$ cat config.mk
export PLATFORM = sky130hd
export DESIGN_NAME = slp_ctrl
export DESIGN_NICKNAME = d
export VERILOG_FILES = /design/src/rtl/slp_pkg.sv /design/src/rtl/slp_wake_filter.sv /design/src/rtl/slp_startup_timer.sv /design/src/rtl/slp_clk_gate.sv /design/src/rtl/slp_ctrl.sv
export SDC_FILE = /design/constraint.sdc
export NUM_CORES = 1
export LEC_CHECK = 0
export ABC_AREA = 1
export BUFFER_PORTS_ARGS = -buffer_cell sky130_fd_sc_hd__clkbuf_2
export CAP_MARGIN = 0
export CORE_MARGIN = 5
export CORE_UTILIZATION = 44
export CTS_CLUSTER_DIAMETER = 100
export DETAILED_ROUTE_END_ITERATION = 6
export PLACE_DENSITY = 0.7
export SLEW_MARGIN = 20
export SYNTH_ARGS = -nofsm -noshare
export SYNTH_HDL_FRONTEND = slang
export SYNTH_SLANG_ARGS = --single-unit
export TNS_END_PERCENT = 1
$ cat constraint.sdc
create_clock -name clk -period 1.6 [get_ports clk]
set_input_delay 0.32 -clock clk [delete_from_list [all_inputs] [get_ports clk]]
set_output_delay 0.32 -clock clk [all_outputs]
set_load 0.01 [all_outputs]
$ cat src/rtl/slp_pkg.sv
// Shared types and constants for the sleep controller.
// Assumes a 12-bit wake vector with the fixed bit map of the brief.
package slp_pkg;

    localparam int WAKE_W = 12;

    typedef enum logic [1:0] {
        MD_LIGHT = 2'b00,
        MD_QADC  = 2'b01,
        MD_DEEP  = 2'b10,
        MD_RSVD  = 2'b11
    } sleep_mode_e;

    typedef enum logic [1:0] {
        ST_RUN   = 2'b00,
        ST_SLEEP = 2'b01,
        ST_START = 2'b10
    } ctl_state_e;

    typedef struct packed {
        logic cpu;
        logic flash;
        logic io;
        logic adc;
        logic osc;
    } clk_en_t;

    // Accepted wake sources per mode
    localparam logic [WAKE_W-1:0] MASK_LIGHT = 12'hFFF;
    localparam logic [WAKE_W-1:0] MASK_QADC  = 12'h0FF;
    localparam logic [WAKE_W-1:0] MASK_DEEP  = 12'h03F;

endpackage

$ cat src/rtl/slp_wake_filter.sv
// Reduces the wake request vector to one hit bit, using the mask of the
// latched sleep mode. Assumes requests are already synchronous to clk.
module slp_wake_filter
    import slp_pkg::*;
#(
    parameter int N_WAKE = WAKE_W
) (
    input  logic [1:0]        mode,
    input  logic [N_WAKE-1:0] wake,
    output logic              hit
);

    logic [N_WAKE-1:0] mask;

    // Select the accepted-source mask for the mode
    always_comb begin
        unique case (sleep_mode_e'(mode))
            MD_LIGHT: mask = MASK_LIGHT;
            MD_QADC:  mask = MASK_QADC;
            MD_DEEP:  mask = MASK_DEEP;
            default:  mask = '0;
        endcase
    end

    // Any accepted request ends sleep
    always_comb hit = |(wake & mask);

endmodule

$ cat src/rtl/slp_startup_timer.sv
// Down-counter for the deep-mode start-up window. A load sets the count to
// (BASE_DLY << 2*sel) - 1; done is high while the count is zero.
module slp_startup_timer #(
    parameter int BASE_DLY = 4,
    localparam int MAX_DLY = BASE_DLY << 6,
    localparam int CNT_W   = $clog2(MAX_DLY) + 1
) (
    input  logic       clk,
    input  logic       rst_n,
    input  logic       load,
    input  logic [1:0] sel,
    output logic       done
);

    logic [CNT_W-1:0] cnt;
    logic [CNT_W-1:0] term;

    // Terminal count from the select code
    always_comb term = CNT_W'((BASE_DLY << (2 * sel)) - 1);

    // Load on request, otherwise count down to zero and hold
    always_ff @(posedge clk) begin
        if (!rst_n)          cnt <= '0;
        else if (load)       cnt <= term;
        else if (cnt != '0)  cnt <= cnt - 1'b1;
    end

    always_comb done = (cnt == '0);

    a_r10_load_value: assert property (@(posedge clk) disable iff (!rst_n)
        load |=> cnt == $past(term));

    a_r10_hold_zero: assert property (@(posedge clk) disable iff (!rst_n)
        (!load && cnt == '0) |=> cnt == '0);

endmodule

$ cat src/rtl/slp_clk_gate.sv
// Maps controller state and latched mode to the five clock enables.
// Assumes the state register is the only source of gating decisions.
module slp_clk_gate
    import slp_pkg::*;
(
    input  logic [1:0] state,
    input  logic [1:0] mode,
    output clk_en_t    en
);

    // Enable set per state and mode
    always_comb begin
        en = '{cpu: 1'b1, flash: 1'b1, io: 1'b1, adc: 1'b1, osc: 1'b1};
        unique case (ctl_state_e'(state))
            ST_SLEEP: begin
                unique case (sleep_mode_e'(mode))
                    MD_LIGHT: en = '{cpu: 1'b0, flash: 1'b0, io: 1'b1, adc: 1'b1, osc: 1'b1};
                    MD_QADC:  en = '{cpu: 1'b0, flash: 1'b0, io: 1'b0, adc: 1'b1, osc: 1'b1};
                    default:  en = '{cpu: 1'b0, flash: 1'b0, io: 1'b0, adc: 1'b0, osc: 1'b0};
                endcase
            end
            ST_START: en = '{cpu: 1'b0, flash: 1'b0, io: 1'b0, adc: 1'b0, osc: 1'b1};
            default:  ;
        endcase
    end

    a_r5_osc_gates_all: assert final (en.osc || !(en.cpu || en.flash || en.io || en.adc));

endmodule

$ cat src/rtl/slp_ctrl.sv
// Sleep mode clock gating controller. Enters a low-power level on an armed
// sleep command, gates clock enables per level, wakes on accepted sources
// and inserts a start-up window when leaving deep mode.
// Assumes all inputs are synchronous to clk; reset is synchronous, active low.
module slp_ctrl
    import slp_pkg::*;
#(
    parameter int N_WAKE   = WAKE_W,
    parameter int BASE_DLY = 4
) (
    input  logic              clk,
    input  logic              rst_n,
    input  logic              sleep_en,
    input  logic              sleep_cmd,
    input  logic [1:0]        sleep_mode,
    input  logic              adc_en,
    input  logic [1:0]        startup_sel,
    input  logic [N_WAKE-1:0] wake_src,
    output logic              ck_cpu_en,
    output logic              ck_flash_en,
    output logic              ck_io_en,
    output logic              ck_adc_en,
    output logic              osc_run,
    output logic              adc_kick,
    output logic              asleep
);

    ctl_state_e state;
    logic [1:0] cur_mode;
    logic       wake_hit;
    logic       tmr_load;
    logic       tmr_done;
    logic       enter;
    clk_en_t    en;

    slp_wake_filter #(.N_WAKE(N_WAKE)) u_filter (
        .mode (cur_mode),
        .wake (wake_src),
        .hit  (wake_hit)
    );

    slp_startup_timer #(.BASE_DLY(BASE_DLY)) u_timer (
        .clk   (clk),
        .rst_n (rst_n),
        .load  (tmr_load),
        .sel   (startup_sel),
        .done  (tmr_done)
    );

    slp_clk_gate u_gate (
        .state (state),
        .mode  (cur_mode),
        .en    (en)
    );

    // Armed, non-reserved sleep request while running
    always_comb enter = (state == ST_RUN) && sleep_cmd && sleep_en
                        && (sleep_mode != MD_RSVD);

    // Start the window when deep sleep sees an accepted wake
    always_comb tmr_load = (state == ST_SLEEP) && wake_hit && (cur_mode == MD_DEEP);

    // Controller state machine and mode latch
    always_ff @(posedge clk) begin
        if (!rst_n) begin
            state    <= ST_RUN;
            cur_mode <= MD_LIGHT;
        end else begin
            unique case (state)
                ST_RUN: if (enter) begin
                    state    <= ST_SLEEP;
                    cur_mode <= sleep_mode;
                end
                ST_SLEEP: if (wake_hit)
                    state <= (cur_mode == MD_DEEP) ? ST_START : ST_RUN;
                ST_START: if (tmr_done) state <= ST_RUN;
                default: state <= ST_RUN;
            endcase
        end
    end

    // One-cycle conversion start on entry to the lighter levels
    always_ff @(posedge clk) begin
        if (!rst_n) adc_kick <= 1'b0;
        else        adc_kick <= enter && adc_en && (sleep_mode != MD_DEEP);
    end

    always_comb begin
        ck_cpu_en   = en.cpu;
        ck_flash_en = en.flash;
        ck_io_en    = en.io;
        ck_adc_en   = en.adc;
        osc_run     = en.osc;
        asleep      = (state != ST_RUN);
    end

    a_r6_reserved_ignored: assert property (@(posedge clk) disable iff (!rst_n)
        (state == ST_RUN && sleep_cmd && sleep_mode == MD_RSVD) |=> !asleep);

    a_r2_needs_enable: assert property (@(posedge clk) disable iff (!rst_n)
        (state == ST_RUN && sleep_cmd && !sleep_en) |=> !asleep);

    a_r7_kick_single: assert property (@(posedge clk) disable iff (!rst_n)
        adc_kick |=> !adc_kick);

    a_r7_kick_light_only: assert property (@(posedge clk) disable iff (!rst_n)
        adc_kick |-> (asleep && !ck_cpu_en && osc_run));

    a_r10_deep_via_start: assert property (@(posedge clk) disable iff (!rst_n)
        (state == ST_SLEEP && cur_mode == MD_DEEP) |=> state != ST_RUN);

    a_r10_start_osc_only: assert property (@(posedge clk) disable iff (!rst_n)
        (state == ST_START) |-> (osc_run && !ck_cpu_en && !ck_adc_en));

endmodule

### Yosys cells after proc, flatten, opt, wreduce, memory -nomap -nowiden

Cells that the tools add are included.

| storage, ports and cells | value |
|---|---|
| bits in registers | 14 |
| input bits | 21 |
| output and inout port bits | 7 |
| word-level logic and storage cells | 43 |

| cells by class | value |
|---|---|
| $add $sub $neg | 2 |
| eq/ne operators | 9 |
| shift operators | 1 |
| mux-type cells | 10 |
| bitwise logic cells | 1 |
| reductions and logical operators | 16 |

Operators by type and width:

| cell | count |
|---|---|
| one-hot mux 12 bit (3 select lines) | 1 |
| 2-to-1 mux 9 bit | 2 |
| bitwise AND 12 bit | 1 |
| OR reduction 12 bit | 1 |
| != test 2 bit, second input constant | 5 |
| one-hot mux 5 bit (2 select lines) | 1 |
| zero test 9 bit | 1 |
| nonzero test 9 bit | 1 |
| left shift 3 x 3 -> 9 bit, first input constant | 1 |
| subtractor 9 x 1 -> 9 bit, second input constant | 1 |
| subtractor 9 x 2 -> 9 bit, second input constant | 1 |
| 2-to-1 mux 2 bit | 4 |
| logical AND 1 bit | 7 |
| one-hot mux 2 bit (3 select lines) | 1 |
| one-hot mux 3 bit (2 select lines) | 1 |
| equality test 2 x 1 -> 1 bit, second input constant | 2 |
| equality test 2 bit, second input constant | 2 |
| zero test 2 bit | 2 |
| nonzero test 2 bit | 2 |
| AND reduction 3 bit | 1 |
| AND reduction 2 bit | 1 |

### Depth between registers and ports, before layout

| logic depth | value |
|---|---|
| depth after elaboration | 7 |
| depth in mapped cells | 10 |
| depth with buffers taken out | 10 |

### Hierarchy

Synthesis repeated with hierarchy kept, for this count alone.

| unflattened totals | value |
|---|---|
| cell total of the unflattened synthesis | 153 |
| area, all modules | 969.7 um2 |

Modules (own cells, without submodules):

| module | times used | cells an instance | area each (um2) | sequential area each (um2) |
|---|---|---|---|---|
| slp_startup_timer | 1 | 89 | 569.3 | 180.2 |
| slp_ctrl | 1 | 36 | 252.7 | 100.1 |
| slp_clk_gate | 1 | 14 | 76.3 | 0.0 |
| slp_wake_filter | 1 | 14 | 71.3 | 0.0 |

### Worst setup path before layout

Ideal clock, no wire load.

| path | value |
|---|---|
| kind | register to output |
| start | register state[0] |
| end | output osc_run |
| arrival time | 1.089 ns |
| data required time | 1.280 ns |
| setup slack | 0.191 ns |
| cell stages (with the launch flop) | 5 |
| path buffers | 0 |
| path through | dfxtp_1 -> inv_1 -> ha_1 -> nand2_1 -> or2_2 |

| on the way | value |
|---|---|
| cells in the longest elaborated chain, start to end | 2 |
| elaborated cells on any way between the ends | 3 |
| those cells by class | eq/ne: 2; mux: 1 |

RTL lines:

| item | RTL line | text |
|---|---|---|
| start: declaration | slp_ctrl.sv:28 | `ctl_state_e state;` |
| start signal: assignment | slp_ctrl.sv:75 | `state <= (cur_mode == MD_DEEP) ? ST_START : ST_RUN;` |
| equality test 2 bit / equality test 2 x 1 -> 1 bit (equally long branches) | slp_clk_gate.sv:14 | `unique case (ctl_state_e'(state))` |
| one-hot mux 5 bit (2 select lines) (*) | slp_clk_gate.sv:14 |  |
| end: declaration | slp_ctrl.sv:23 | `output logic osc_run,` |

Mark *: on every way between the ends. The rest lies on a longest branch, timed or not.

### Final worst setup path

Ends and elaborated chain as after synthesis.

==> key figures <==
Hold path
  – Worst Hold Class: in -> reg

CTS
  – Skew-Pair Late Insertion Delay: 0.28 ns
  – Total CTS buffers: 3
  – CTS max path bufs: 2
  – CTS Sinks: 14
  – Reg clk slew, reported paths: 0.09 ns
  – Root buffer cell: clkbuf_4
  – CTS tree: yes
  – H-tree depth: 1
  – # hold bufs at CTS: 0

Die
  – Starting Density: 46.21%
  – Total die area: 3094 µm²
  – Core region area: 1982 µm²
  – Width of the chip: 55.63 µm
  – Die height: 55.63 µm
  – I/O pin count: 28
  – Num rows: 16

Layout
  – Share of cells above drive strength 1: 32.20%
  – Fin nets: 205
  – Area of the multi-input gates: 578.1 µm²
  – Area Overhead vs Synth: 32.65%
  – Ant diodes: 0
  – Sequential cell area: 285.3 µm²
  – Layout filler cell count: 178
  – Util after Layout: 61.30%
  – Design area: 1215 µm²

Place
  – Placer Congestion: 0.7943
  – I/O Buffers: 27
  – Post-DP Area: 1092 µm²
  – DP HPWL: 1645 µm
  – Pre-CTS WS: 0.09332 ns

Run status
  – Status: finished with violations
  – Failing checks: setup timing

STA
  – Final Slew Violations: 0
  – RSZ-0062 raised after global routing: true
  – Rel. slew slack: 77.19%
  – Final Hold Viols: 0
  – Worst Setup Slack, final: -0.1033 ns
  – Fin crit share: 106.5%
  – Worst slew pin tran: 0.3409 ns
  – Worst Clk Skew: 0.003668 ns
  – Endpoints failing setup: 2
  – Hold_ws: 0.2762 ns
  – Tmin final: 1.703 ns
  – Max Clk Rate: 587.1 MHz

Logic synthesis
  – Seq/Total Area, Yosys: 30.60%
  – Synth Net Count: 167
  – Syn_area_per_cell: 6.542 µm²
  – Netlist cell types: 20
  – Dominant synthesized flop cell: dfxtp_1
  – Number of synthesized flops with an enable pin: 0
  – Fraction of registers with async set/reset: 0%
  – Yosys warning count: 0
  – Synthesized area: 915.9 µm²
  – Flop and latch count out of synthesis: 14
  – Mapped Cells: 140

Worst setup path
  – WS Path Type: reg -> out
  – CP endpoint kind: output port
  – Crit Path Max Fanout: 3
  – Crit path required time: 1.28 ns
  – CP Data Arrival Time: 1.38 ns
  – Worst setup SP type: flop

GRT
  – Grt total ovfl: 0
  – First-pass GRT wire length: 3691 µm
  – Initial antenna violation count: 0
  – Number of global-route vias before repair: 923
  – Global-route usage over all layers: 14.46%
  – Largest net degree at the start of global routing: 11

Power and ir drop
  – Leakage power: 0.6473 nW
  – Maximum vdd drop: 1.159 mV
  – Pwr Density: 1965 nW/µm²

Routing
  – Via count: 941
  – Final WL: 2171 µm
  – DRT Pass-1 Iters: 4
  – Via/cell ratio: 4.613
  – Routed Antenna Nets: 0
  – Starting DRT DRC Count: 19
  – WL/cell: 10.64 µm
  – DRC: 0

Run
  – Number of max-cap violations: 0
-- path summary, 6_finish.rpt --
check	start	to	slack [ns]	cells after the start
setup / recovery	state[0]	osc_run	-0.10	5
hold / removal	adc_en	adc_kick	0.28	2
setup reg to reg	u_timer.cnt[0]	state[0]	0.11	10
hold reg to reg	u_timer.cnt[8]	u_timer.cnt[8]	0.47	2
-- power by group --
group | total [mW] | switching (mW) | internal (mW)
clock | 0.258 | 0.119 | 0.138
sequential | 0.564 | 0.0840 | 0.480
combinational | 1.57 | 0.868 | 0.698
-- metal layers --
| metal | global-route usage, % | up-vias | wire length [µm] |
|---|---|---|---|
| li1 | - | 505 | - |
| met1 | 18.21 | 411 | 983 |
| met2 | 24.16 | 20 | 1054 |
| met3 | 2.320 | 5 | 93 |
| met4 | 6.250 | 0 | 40 |
| met5 | 0 | - | 0 |
-- layout make-up --
type,instances,share of cell area [%]
tap,27,2.781
multi-input combinational,103,47.58
timing repair buffer,34,15.96
inverter,22,7.209
sequential,14,23.48
clock buffer,4,2.987
-- sequential cells by signal (all words and copies together), names as in the netlist --
name	count
u_timer.cnt	9
cur_mode	2
state	2
adc_kick	1
-- worst max-delay path, stage by stage (launching register included) --
cell     delay (ns)
dfxtp_4        0.39
inv_4          0.05
ha_4           0.26
nand2_2        0.06
or2_4          0.23
buf_6          0.12
-- metrics by stage --
step | std cells | setup TNS [ns] | power, mW
2_1_floorplan | 140 | 0 | 1.517
3_5_place_dp | 195 | 0 | 1.857
5_1_grt | 204 | -0.2596 | 2.636
4_1_cts | 201 | -0.1187 | 2.255
6_report | 204 | -0.1384 | 2.387
3_3_place_gp | 195 | 0 | 1.829
-- cell families (layout without fill, tap and decap cells) --
logic type,count (synthesis),count (layout),share of synthesized area [%]
flip-flops,14,14,30.60
buffers and inverters,23,60,9.836
AND/OR/NAND/NOR,78,78,37.84
AO/OA/AOI/OAI,15,15,9.699
XOR/XNOR,4,4,3.825
adder cells (fa/ha/maj),6,6,8.197
-- synthesized netlist by cell type, types with 2 or more instances --
library cell	instances	area, µm²
nor2_1	23	86.33
xor2_1	4	35.03
a21oi_1	8	40.04
or2_2	2	12.51
dfxtp_1	14	280.3
inv_1	22	82.58
nand2_1	38	142.6
nand3_2	2	20.02
nand3_1	6	30.03
ha_1	6	75.07
o21ai_0	5	25.02
nor2_2	2	12.51
-- placed cells by master, fill, tap and decap left out, drive strengths merged, types with 4 or more instances in the layout --
master   n
o21ai    5
buf     11
ha       6
clkbuf  27
nor2    26
xor2     4
nand2   39
dfxtp   14
nand3    8
inv     22
a21oi    8
-- repair_timing --
| item | in CTS | in global routing |
|---|---|---|
| resized for setup | 10 | 9 |
| setup endpoints to repair | 2 | 10 |
| cloned | 0 | 0 |
| pin swaps | 1 | 2 |
| buffers inserted | 2 | 3 |
(Power assumes the default switching activity.)
